## src/rtl/hib_pkg.sv

```systemverilog
package hib_pkg;
  typedef enum logic [1:0] {
    ST_RUN  = 2'd0,
    ST_HIB  = 2'd1,
    ST_HOLD = 2'd2
  } hibState_t;

  typedef struct packed {
    logic filtClr;
    logic filtInc;
    logic holdClr;
    logic holdInc;
  } hibStrobe_t;
endpackage

```

## src/rtl/hib_datapath.sv

```systemverilog
module hib_datapath
  import hib_pkg::*;
#(
  parameter int ADDR_W      = 8,
  parameter int DATA_W      = 32,
  parameter int SYNC_STAGES = 2,
  parameter int FILT_MSB    = 15,
  parameter int FILT_LSB    = 5,
  parameter int HOLD_MSB    = 11,
  parameter int HOLD_LSB    = 5,
  parameter logic [ADDR_W-1:0] HIB_OFS  = 8'h20,
  parameter logic [ADDR_W-1:0] FILT_OFS = 8'h24,
  parameter logic [ADDR_W-1:0] HOLD_OFS = 8'h28,
  parameter int FILT_DEF = 1952,
  parameter int HOLD_DEF = 3264
) (
  input  logic              clk,
  input  logic              rstN,
  input  logic              wrEn,
  input  logic [ADDR_W-1:0] wrAddr,
  input  logic [DATA_W-1:0] wrData,
  input  logic              wakePinN,
  input  hibStrobe_t        strobe,
  output logic              hibReq,
  output logic              pinAct,
  output logic              filtDone,
  output logic              holdDone
);
  localparam int FILT_W  = FILT_MSB + 1;
  localparam int HOLD_W  = HOLD_MSB + 1;
  localparam int FFLD_W  = FILT_MSB - FILT_LSB + 1;
  localparam int HFLD_W  = HOLD_MSB - HOLD_LSB + 1;
  localparam logic [FFLD_W-1:0] FFLD_RST = FFLD_W'(FILT_DEF >> FILT_LSB);
  localparam logic [HFLD_W-1:0] HFLD_RST = HFLD_W'(HOLD_DEF >> HOLD_LSB);

  logic [SYNC_STAGES-1:0] syncPipe;
  logic [FFLD_W-1:0]      filtField;
  logic [HFLD_W-1:0]      holdField;
  logic [FILT_W-1:0]      filtLim, filtCnt;
  logic [HOLD_W-1:0]      holdLim, holdCnt;

  // Pin synchronizer, idles at the deasserted level
  always_ff @(posedge clk or negedge rstN) begin
    if (!rstN) syncPipe <= '1;
    else       syncPipe <= {syncPipe[SYNC_STAGES-2:0], wakePinN};
  end
  assign pinAct = ~syncPipe[SYNC_STAGES-1];

  // Duration fields; only the significant bits are stored
  always_ff @(posedge clk or negedge rstN) begin
    if (!rstN) begin
      filtField <= FFLD_RST;
      holdField <= HFLD_RST;
    end else if (wrEn) begin
      if (wrAddr == FILT_OFS) filtField <= wrData[FILT_MSB:FILT_LSB];
      if (wrAddr == HOLD_OFS) holdField <= wrData[HOLD_MSB:HOLD_LSB];
    end
  end
  assign filtLim = {filtField, {FILT_LSB{1'b0}}};
  assign holdLim = {holdField, {HOLD_LSB{1'b0}}};

  assign hibReq = wrEn && (wrAddr == HIB_OFS) && wrData[0];

  always_ff @(posedge clk or negedge rstN) begin
    if (!rstN)               filtCnt <= '0;
    else if (strobe.filtClr) filtCnt <= '0;
    else if (strobe.filtInc) filtCnt <= filtCnt + 1'b1;
  end

  always_ff @(posedge clk or negedge rstN) begin
    if (!rstN)               holdCnt <= '0;
    else if (strobe.holdClr) holdCnt <= '0;
    else if (strobe.holdInc) holdCnt <= holdCnt + 1'b1;
  end

  assign filtDone = (filtCnt == filtLim);
  assign holdDone = (holdCnt == holdLim);
endmodule

```

## src/rtl/hib_ctrl.sv

```systemverilog
module hib_ctrl
  import hib_pkg::*;
(
  input  logic       clk,
  input  logic       rstN,
  input  logic       tickEn,
  input  logic       hibReq,
  input  logic       pinAct,
  input  logic       filtDone,
  input  logic       holdDone,
  output hibStrobe_t strobe,
  output logic       powerEn,
  output logic       sysRstN
);
  hibState_t state, stateNxt;

  always_ff @(posedge clk or negedge rstN) begin
    if (!rstN) state <= ST_RUN;
    else       state <= stateNxt;
  end

  always_comb begin
    stateNxt = state;
    strobe   = '0;
    unique case (state)
      ST_RUN: begin
        strobe.filtClr = 1'b1;
        strobe.holdClr = 1'b1;
        if (hibReq) stateNxt = ST_HIB;
      end
      ST_HIB: begin
        strobe.holdClr = 1'b1;
        if (tickEn) begin
          if (!pinAct)       strobe.filtClr = 1'b1;
          else if (filtDone) stateNxt = ST_HOLD;
          else               strobe.filtInc = 1'b1;
        end
      end
      ST_HOLD: begin
        strobe.filtClr = 1'b1;
        if (tickEn) begin
          if (holdDone) stateNxt = ST_RUN;
          else          strobe.holdInc = 1'b1;
        end
      end
      default: stateNxt = ST_RUN;
    endcase
  end

  assign powerEn = (state != ST_HIB);
  assign sysRstN = (state != ST_HOLD);
endmodule

```

## src/rtl/hib_wake_seq.sv

```systemverilog
module hib_wake_seq
  import hib_pkg::*;
#(
  parameter int ADDR_W   = 8,
  parameter int DATA_W   = 32,
  parameter logic [ADDR_W-1:0] HIB_OFS  = 8'h20,
  parameter logic [ADDR_W-1:0] FILT_OFS = 8'h24,
  parameter logic [ADDR_W-1:0] HOLD_OFS = 8'h28,
  parameter int FILT_DEF = 1952,
  parameter int HOLD_DEF = 3264
) (
  input  logic              clk,
  input  logic              rstN,
  input  logic              tickEn,
  input  logic              wrEn,
  input  logic [ADDR_W-1:0] wrAddr,
  input  logic [DATA_W-1:0] wrData,
  input  logic              wakePinN,
  output logic              powerEn,
  output logic              sysRstN
);
  hibStrobe_t strobe;
  logic hibReq, pinAct, filtDone, holdDone;

  hib_datapath #(
    .ADDR_W(ADDR_W), .DATA_W(DATA_W),
    .HIB_OFS(HIB_OFS), .FILT_OFS(FILT_OFS), .HOLD_OFS(HOLD_OFS),
    .FILT_DEF(FILT_DEF), .HOLD_DEF(HOLD_DEF)
  ) u_dp (
    .clk(clk), .rstN(rstN), .wrEn(wrEn), .wrAddr(wrAddr), .wrData(wrData),
    .wakePinN(wakePinN), .strobe(strobe), .hibReq(hibReq), .pinAct(pinAct),
    .filtDone(filtDone), .holdDone(holdDone)
  );

  hib_ctrl u_ctrl (
    .clk(clk), .rstN(rstN), .tickEn(tickEn), .hibReq(hibReq), .pinAct(pinAct),
    .filtDone(filtDone), .holdDone(holdDone), .strobe(strobe),
    .powerEn(powerEn), .sysRstN(sysRstN)
  );
endmodule

```

## config.mk

```make
export PLATFORM = sky130hd
export DESIGN_NAME = hib_wake_seq
export DESIGN_NICKNAME = d
export VERILOG_FILES = /design/src/rtl/hib_pkg.sv /design/src/rtl/hib_datapath.sv /design/src/rtl/hib_ctrl.sv /design/src/rtl/hib_wake_seq.sv
export SDC_FILE = /design/constraint.sdc
export NUM_CORES = 1
export LEC_CHECK = 0
export ABC_AREA = 1
export ABC_CLOCK_PERIOD_IN_PS = 2200
export BUFFER_PORTS_ARGS = -buffer_cell sky130_fd_sc_hd__buf_4
export CAP_MARGIN = 20
export CORE_MARGIN = 1
export CORE_UTILIZATION = 40
export DETAILED_ROUTE_END_ITERATION = 10
export PLACE_DENSITY = 0.68
export SLEW_MARGIN = 15
export SYNTH_ARGS = -nofsm -noshare
export SYNTH_HDL_FRONTEND = slang
export SYNTH_SLANG_ARGS = --single-unit
export TNS_END_PERCENT = 1
```

## constraint.sdc

```tcl
create_clock -name clk -period 2.2 [get_ports clk]
set_input_delay 0.22 -clock clk [delete_from_list [all_inputs] [get_ports clk]]
set_output_delay 0.22 -clock clk [all_outputs]
set_load 0.01 [all_outputs]
```

==> reports/summary.txt <==
worst-case reg-to-reg path depth: 11
Clk Latency, worst-skew pair: 0.31 ns
Cell Pwr Density: 555 nW/um^2
Final Non-Filler Cells: 539
GRT overflow: 0
Setup TNS Final: 0 ns
Final Setup Violations: 0
most used cell, CP: nand2_1
die area: 8070 um^2
CP max stage cell: dfrtp_1
largest net degree at the start of global routing: 51
worst-margin pin slew: 0.650 ns
net switching power: 608 uW
LEAKAGE: 0.00160 uW
CTS Buffer Depth: 2
initial antenna violation count: 0
yosys warns: 0
placed cell count: 529
CP Depth: 11
# DRC: 0
delay-heaviest family, CP: simple AND/OR/NAND/NOR gates
routability congestion estimate: 0.857
type of origin of the critical path: flip-flop
initial drt markers: 149
Synth Instances: 410
synthesized area: 3090 um^2
MaxCap Viol Count: 0
Pwr Total: 1920 uW
Seq pwr share: 0.511
number of CTS-inserted buffers: 5
register bit total from synthesis: 50
unrepaired setup endpoints after global routing: no
Total GRT Usage: 0.177
worst-path maximum fanout: 18
WL final: 6620 um
CTS H-tree depth: 2
vias in the first global route: 2547
core area: 7370 um^2
DR WL/cell: 12.3 um
PortBufs: 26
outcome: finished clean
Final Max Tran Viols: 0
initial core utilization: 0.419
Root Driver: clkbuf_8
boundary pin count: 47
Worst-path clk slew: 0.11 ns
HPWL Detailed: 4920 um
global-route wire length before repair: 11600 um
Worst R2R Setup Slack: 0.32 ns
placement-stage cell area: 3360 um^2
crit path DAT: 2.08 ns
post-route cell area: 3470 um^2
ANT cells: 0
vias per cell: 4.80
CP Cell Sequence: inv_1 > ha_1 > nand2_1 > nor2_1 > nand2_1 > nor2_2 > nand3_2 > nand3_4 > nand2_4 > nand2_1 > nand2_1
DRT Pass-1 Iters: 4
Final ANT Viol Nets: 0
area delta synth->final: 12.3%
Slew headroom: 0.567
Synth Net Count: 459
P_int: 1310 uW
Setup crit end kind: flip-flop
Post-Syn Area per Cell: 7.53 um^2
share of cells above drive strength 1: 0.166
Final Cycle Share: 0.855
ys flop type: dfrtp_1
Clock Sinks: 50
critical setup path kind: flip-flop to flip-flop
TritonCTS clock tree: built
clock skew: 0.0185 ns
Final nets: 488
via count: 2589
Die W: 89.8 um
worst IR drop on VDD: 0.296 mV
Min-Delay Path Class: input port to flip-flop
clock group share of total power: 0.279
register area share after synthesis: 0.410
PostCTS Resize Cnt: 0
Switching Share: 0.316
CP endpoint: u_dp.filtCnt[6]$_DFFE_PN0P_
CP required: 2.40 ns
synth unique cells: 33
FP Rows: 31
final hold violations: 0
asr flop ratio synth: 1.00
R2R Path Start: u_dp.filtCnt[0]$_DFFE_PN0P_
endpoint of the worst register-to-register path: u_dp.filtCnt[6]$_DFFE_PN0P_
DIE HEIGHT: 89.8 um
worst setup path start: u_dp.filtCnt[0]$_DFFE_PN0P_
Post-synth EDFFs: 0
Buf/Inv on CP: 1
critical path's largest stage delay: 0.45 ns
min cycle time layout: 1.88 ns
f_max: 0.531 GHz
combinational power share: 0.210
[sequential cells by signal, indices dropped and copies added, names as in the netlist]
| register | flops |
|---|---|
| u_dp.holdCnt | 12 |
| u_ctrl.state | 2 |
| u_dp.holdField | 7 |
| u_dp.filtField | 11 |
| u_dp.syncPipe | 2 |
| u_dp.filtCnt | 16 |
[synth_stat cells (2+ instances only)]
master | instances | area (um^2)
nand2_4 | 2 | 22.5
clkbuf_1 | 4 | 15.0
buf_6 | 4 | 45.0
o21ai_0 | 20 | 100
nand3_1 | 34 | 170
inv_2 | 4 | 15.0
xnor2_1 | 15 | 131
nand4_1 | 6 | 37.5
ha_1 | 4 | 50.1
nand2_1 | 130 | 488
dfrtp_1 | 39 | 976
xor2_1 | 14 | 123
nor2_2 | 3 | 18.8
inv_1 | 46 | 173
mux2_2 | 3 | 33.8
nor3_2 | 2 | 20.0
nor3_1 | 6 | 30.0
nand3_2 | 2 | 20.0
a21oi_1 | 4 | 20.0
o21ai_2 | 4 | 35.0
dfstp_2 | 11 | 289
nor3b_1 | 2 | 15.0
nor2_1 | 41 | 154
[kinds of logic (layout without fill, tap and decap cells)]
logic type	Yosys count	after routing	share of synthesized area
flip-flops	50	50	0.410
AND/OR/NAND/NOR	234	234	0.337
AO/OA/AOI/OAI	31	31	0.0616
multiplexers	3	3	0.0109
XOR/XNOR	29	29	0.0823
buffers and inverters	59	89	0.0819
adder cells (fa/ha/maj)	4	4	0.0162
[power by group through the flow]
| stage | Clock, uW | Combinational (uW) | Sequential [uW] |
|---|---|---|---|
| final | 537 | 403 | 982 |
| after CTS | 551 | 407 | 982 |
| after global routing | 591 | 459 | 986 |
| after detailed placement | 0 | 406 | 998 |
| after floorplan | 0 | 285 | 991 |
| after global placement | 0 | 399 | 998 |
[how the worst min path moves through the flow]
stage	startpoint	end	cells past startpoint
2_1_floorplan	rstN	u_ctrl.state[0]$_DFFE_PN0P_	0
3_3_place_gp	rstN	u_dp.filtCnt[0]$_DFFE_PN0P_	1
3_5_place_dp	rstN	u_ctrl.state[0]$_DFFE_PN0P_	1
4_1_cts	wakePinN	u_dp.syncPipe[0]$_DFF_PN1_	1
5_1_grt	wrData[15]	u_dp.filtField[10]$_DFFE_PN0P_	2
6_report	wrData[15]	u_dp.filtField[10]$_DFFE_PN0P_	2
[placed cells by master, fill, tap and decap left out, types with 3 or more instances in the layout]
cell / count
clkbuf_8: 5
nor2_1: 41
nand2_1: 130
xnor2_1: 15
o21ai_2: 4
dfstp_2: 11
inv_1: 46
nor3_1: 6
ha_1: 4
nor2_2: 3
inv_2: 4
nand4_1: 6
nand3_1: 34
o21ai_0: 20
buf_4: 29
xor2_1: 14
dfrtp_1: 39
a21oi_1: 4
mux2_2: 3
[stage by stage]
step / worst slack, ns / hold WS [ns] / util
3_3_place_gp: 0.354 / 0.298 / 0.456
3_5_place_dp: 0.338 / 0.296 / 0.456
2_1_floorplan: 0.656 / -0.0756 / -
4_1_cts: 0.336 / 0.0146 / 0.469
5_1_grt: 0.184 / 0.122 / 0.470
6_report: 0.318 / 0.133 / 0.470
[metal layers]
metal,part of all wire,track usage,routed length [um],up-vias
met4,0.011,0.0505,75,0
met3,0.022,0.0338,148,7
met5,0,0,0,-
li1,-,-,-,1342
met1,0.51,0.235,3380,1207
met2,0.46,0.295,3020,33
[layout make-up]
class / count / area, um^2
flip-flops and latches: 50 / 1260
repair buffers: 31 / 238
clock buffers: 6 / 72.6
well taps: 99 / 124
multi-input cells: 301 / 1570
inverters: 50 / 188
fillers: 748 / 3900
clock inverters: 2 / 10.0
[timing repair]
| action | in CTS | in global routing |
|---|---|---|
| buffers inserted | 0 | 0 |
| hold buffers | 1 | 1 |
| endpoints found under the hold margin | 39 | 1 |
No activity file was read; power rests on OpenSTA's default activity.
